File: config.mk
export PLATFORM = sky130hd
export DESIGN_NAME = frame_slip_buffer
export DESIGN_NICKNAME = d
export VERILOG_FILES = /design/src/rtl/frame_slip_buffer.sv
export SDC_FILE = /design/constraint.sdc
export NUM_CORES = 1
export LEC_CHECK = 0
export ABC_CLOCK_PERIOD_IN_PS = 16149
export BUFFER_PORTS_ARGS = -buffer_cell sky130_fd_sc_hd__buf_2
export CORE_MARGIN = 3
export CORE_UTILIZATION = 45
export CTS_CLUSTER_DIAMETER = 40
export CTS_CLUSTER_SIZE = 20
export DETAILED_ROUTE_END_ITERATION = 7
export GPL_TIMING_DRIVEN = 0
export PLACE_DENSITY = 0.72
export SLEW_MARGIN = 30
export SYNTH_ARGS = -nofsm -noshare
export SYNTH_HDL_FRONTEND = slang
export SYNTH_SLANG_ARGS = --single-unit
File: constraint.sdc
create_clock -name clk -period 16.15 [get_ports clk]
set_clock_uncertainty 0.2 [all_clocks]
set_input_delay 2.4225 -clock clk [delete_from_list [all_inputs] [get_ports clk]]
set_output_delay 2.4225 -clock clk [all_outputs]
set_load 0.02 [all_outputs]
File: src/rtl/frame_slip_buffer.sv
module frame_slip_buffer #(
  parameter int DATA_W     = 8,
  parameter int FRAME_LEN  = 32,
  parameter int SLIP_CNT_W = 16
) (
  input  logic                                clk,
  input  logic                                rst,
  input  logic                                wr_en,
  input  logic                                wr_sof,
  input  logic [DATA_W-1:0]                   wr_data,
  input  logic                                rd_en,
  output logic [DATA_W-1:0]                   rd_data,
  output logic                                rd_valid,
  output logic                                rd_sof,
  output logic [$clog2(2*FRAME_LEN):0]        fill,
  output logic                                slip_rep,
  output logic                                slip_del,
  output logic [SLIP_CNT_W-1:0]               slip_cnt
);
  localparam int DEPTH = 2 * FRAME_LEN;
  localparam int AW    = $clog2(DEPTH);
  localparam int FW    = $clog2(FRAME_LEN);
  localparam int LO    = FRAME_LEN / 2;
  localparam int HI    = DEPTH - FRAME_LEN / 2;
  localparam logic [AW:0]   FL_C  = (AW+1)'(FRAME_LEN);
  localparam logic [AW:0]   DEP_C = (AW+1)'(DEPTH);
  localparam logic [AW-1:0] FL_P  = AW'(FRAME_LEN);

  logic [DATA_W-1:0] mem [DEPTH];
  logic [AW-1:0] wp, rp;
  logic [AW:0]   cnt;
  logic          aligned, run_q;

  wire run    = run_q | (cnt >= FL_C);
  wire at_bnd = rd_en & run & (rp[FW-1:0] == '0);
  wire do_del = at_bnd & (cnt > (AW+1)'(HI));
  wire do_rep = at_bnd & (cnt < (AW+1)'(LO));

  wire [AW:0]   fe   = do_del ? cnt - FL_C : (do_rep ? cnt + FL_C : cnt);
  wire [AW-1:0] rp_e = (do_del | do_rep) ? rp + FL_P : rp;
  wire          wr_ok = wr_en & (aligned | wr_sof) & (fe != DEP_C);
  wire          rd_ok = rd_en & run & (fe != '0);

  assign fill = cnt;

  always_ff @(posedge clk)
    if (wr_ok) mem[wp] <= wr_data;

  always_ff @(posedge clk) begin
    if (rst) begin
      wp       <= '0;
      rp       <= '0;
      cnt      <= '0;
      aligned  <= 1'b0;
      run_q    <= 1'b0;
      rd_data  <= '0;
      rd_valid <= 1'b0;
      rd_sof   <= 1'b0;
      slip_rep <= 1'b0;
      slip_del <= 1'b0;
      slip_cnt <= '0;
    end else begin
      if (wr_ok) begin
        wp      <= wp + 1'b1;
        aligned <= 1'b1;
      end
      run_q    <= run;
      cnt      <= fe + (AW+1)'(wr_ok) - (AW+1)'(rd_ok);
      rd_valid <= rd_ok;
      rd_sof   <= rd_ok & (rp_e[FW-1:0] == '0);
      if (rd_ok) begin
        rd_data <= mem[rp_e];
        rp      <= rp_e + 1'b1;
      end
      slip_rep <= do_rep;
      slip_del <= do_del;
      if ((do_rep | do_del) && slip_cnt != '1)
        slip_cnt <= slip_cnt + 1'b1;
    end
  end

  assert_fill_bound_R9: assert property (@(posedge clk) disable iff (rst)
    fill <= DEP_C);
  assert_slip_on_sof_R7: assert property (@(posedge clk) disable iff (rst)
    (slip_rep | slip_del) |-> (rd_valid & rd_sof));
  assert_slip_excl_R7: assert property (@(posedge clk) disable iff (rst)
    !(slip_rep && slip_del));
  assert_valid_needs_strobe_R4: assert property (@(posedge clk) disable iff (rst)
    rd_valid |-> $past(rd_en));
  assert_cnt_hold_R10: assert property (@(posedge clk) disable iff (rst)
    (slip_cnt == '1) |=> (slip_cnt == '1));
  assert_del_drops_R5: assert property (@(posedge clk) disable iff (rst)
    slip_del |-> (fill <= DEP_C - FL_C));
endmodule

==> flow_summary.yaml <==
die:
  die_y_microns: 229
  die_area_sq_um: 52500
  rows: 81
  coreArea_sq_um: 49100
  die_w_microns: 229
  start_util: 0.456
  io_pins: 48
cts:
  ctsLongestPathBuffers: 3
  cts_htree_levels: 2
  cts_hold_buf: 0
  clk-insertion-delay-late_ns: 0.64
  root_buffer: "clkbuf_16"
  clkSinkCount: 561
  cts_tree: "built"
  ctsResizeCount: 0
  numCtsBuffers: 61
  post-cts-setup-buffer-count: 0
  clk_pin_slew_ns: 0.06
cells_and_area:
  nets: 1439
  area_growth_pct: 14.6
  instances_no_fill: 2125
  drive_gt1_frac: 0.181
  stdcell_area_sq_um: 25600
  utilization: 0.523
  insertedDiodeCount: 0
routing:
  drt-initial-drc-count: 1508
  drc_errors: 0
  wl_mm: 52.9
  drtPass1Iterations: 6
  ant_nets: 0
  via_count: 12439
  wire_per_inst_microns: 24.9
  via_per_inst: 5.85
sta:
  maxSlewViolCount: 0
  post-route-min-period_ns: 6.68
  fmax_mhz: 150
  rsz0062_at_grt: "false"
  fin_ws_ns: 9.47
  fin_crit_sh: 0.414
  setup_viol: 0
  relSlewSlack: 0.256
  hold_ws_ns: 0.302
  tightest_slew_ns: 1.11
  finalHoldViolCount: 0
  tns_ns: 0
global_route:
  grt_max_degree: 65
  grt_pass1_vias: 12458
  grt_usage: 0.202
  grt_pass1_wl_mm: 78.5
  antenna_found_initial: 0
  gr-total-overflow: 0
synthesis:
  netlist_instances: 1299
  synthArstFlopShare: 0
  synth-edff-count: 512
  synth_warnings: 0
  syn_area_per_cell_sq_um: 17.2
  yosysTopAreaCell: "edfxtp_1"
  synth_area_leaders: "edfxtp_1 69%, mux4_2 6.4%, mux2i_1 5.9%"
  netlist.area_leader.share: 0.687
  syn_area_sq_um: 22400
  netlist_top_cells_count: "512 x edfxtp_1, 133 x mux2i_1, 112 x nor2_1, 86 x a22oi_1, 64 x mux4_2"
  synth_seq_cells: 561
  yosysSeqAreaShare: 0.731
  syn-num-nets: 1329
  ys_types: 59
  synth_flop_cell: "edfxtp_1"
  yosysMostFrequentCell: "edfxtp_1"
status:
  outcome: "finished, final reports clean"
placement:
  place_area_sq_um: 23500
  dpl.cell_count: 2010
  io_buffers: 47
  hpwl_mm: 33.4
  place_congestion: 0.863
  dpl_worst_slack_ns: 9.33
power:
  finalPower_mw: 3.75
  power_frac_seq: 0.438
  p_clk_frac: 0.383
  power_switching_mw: 1.08
  sw_frac_of_total: 0.287
  intPower_mw: 2.67
  p_comb_frac: 0.179
  cellPowerDensity_nw_per_um2: 146
  power.ir.vdd_worst_v: 0.0000856
  p_leak_nw: 8.14
critical_path:
  path_max_fanout: 10
  cp-end-kind: "flip-flop"
  crit_type: "reg2reg"
  cp_data_arrival_time_ns: 6.98
  crit_required_ns: 16.45
  start_kind: "flip-flop"
hold_path:
  min_path_type: "reg2reg"
run:
  drv_cap: 0
## final timing paths
check             startpoint      end  slack [ns]  cells past startpoint
setup / recovery       rp[1]  fill[6]        9.47                     26
hold / removal       aligned  aligned        0.30                      2
setup reg to reg       rp[1]  fill[6]        9.47                     26
hold reg to reg      aligned  aligned        0.30                      2
## critical path, stage by stage (launching register included)
cell and delay (ns):
dfxtp_1 0.34, clkbuf_1 0.45, clkbuf_1 0.58, clkbuf_1 0.75
inv_1 0.11, ha_1 0.21, or4b_4 0.26, a211oi_4 0.07
o21ai_2 0.35, xnor2_1 0.20, ha_1 0.22, nand2_1 0.08
a211o_1 0.34, o221ai_4 0.31, inv_2 0.13, ha_1 0.29
inv_1 0.05, ha_1 0.15, inv_1 0.06, fa_1 0.44
o21bai_1 0.19, a21oi_1 0.13, o21bai_1 0.14, a21oi_1 0.09
xnor2_1 0.21, xnor2_1 0.15, nor2_1 0.05
## registers in the layout, summed over array words and instances (netlist names)
register and count:
aligned 1, slip_cnt 16, rp 6, slip_rep 1, rd_sof 1, fill 7
run_q 1, wp 6, slip_del 1, mem 512, rd_data 8, rd_valid 1
## power by group through the flow
stage                     combinational, mW  clock, mW  sequential (mW)
after global routing                  0.717       1.51             1.65
after global placement                0.645          0             1.67
final                                 0.671       1.44             1.64
after detailed placement              0.658          0             1.67
after floorplan                       0.435          0             1.69
after CTS                             0.664       1.45             1.64
## cells by family after synthesis
family                     count (synthesis)  synth area share
AOI/OAI and AO/OA                        153            0.0505
adders and majority gates                 17           0.00984
xor gates and xnor gates                  29            0.0117
buffers and inverters                     91            0.0166
DFF                                      561             0.731
muxes                                    197             0.124
and+or+nand+nor                          251            0.0569
## metal layers
layer | routed length [microns] | global-route usage | vias to the layer above
met5 | 0 | 0 | -
li1 | - | - | 5382
met4 | 2600 | 0.0929 | 0
met3 | 5530 | 0.0537 | 145
met2 | 23600 | 0.305 | 675
met1 | 21200 | 0.277 | 6237
## placed cells by master (no fill, tap or decap), drive strengths merged, types with 3 or more instances in the layout
| cell type | Yosys | routed |
|---|---|---|
| nor2b | 8 | 8 |
| or3 | 3 | 3 |
| clkbuf | 38 | 101 |
| nand4b | 3 | 3 |
| a21oi | 26 | 26 |
| inv | 19 | 39 |
| nor2 | 112 | 112 |
| o21bai | 3 | 3 |
| mux2i | 133 | 133 |
| and2 | 5 | 5 |
| a41oi | 6 | 6 |
| o21ai | 12 | 12 |
| clkinv | 0 | 24 |
| and3 | 8 | 8 |
| a22oi | 87 | 87 |
| nand3 | 36 | 36 |
| nor3 | 4 | 4 |
| xor2 | 15 | 15 |
| a22o | 3 | 3 |
| clkinvlp | 0 | 5 |
| nand4 | 20 | 20 |
| nor3b | 4 | 4 |
| or3b | 3 | 3 |
| ha | 16 | 16 |
| edfxtp | 512 | 512 |
| bufinv | 0 | 4 |
| xnor2 | 14 | 14 |
| dfxtp | 49 | 49 |
| nand2b | 3 | 3 |
| nand2 | 25 | 25 |
| nand3b | 11 | 11 |
| mux4 | 64 | 64 |
| buf | 34 | 80 |
| or2 | 3 | 3 |
## final cells by class
cell class                 count  area, sq um
multi-input combinational    647         5670
buffer                        72          308
timing repair buffer          47          255
fill                        3883        23400
clock inverter                53          607
sequential                   561        16400
tap                          664          831
clock buffer                  62         1550
inverter                      19         71.3
Power figures use the tool's default switching activity.
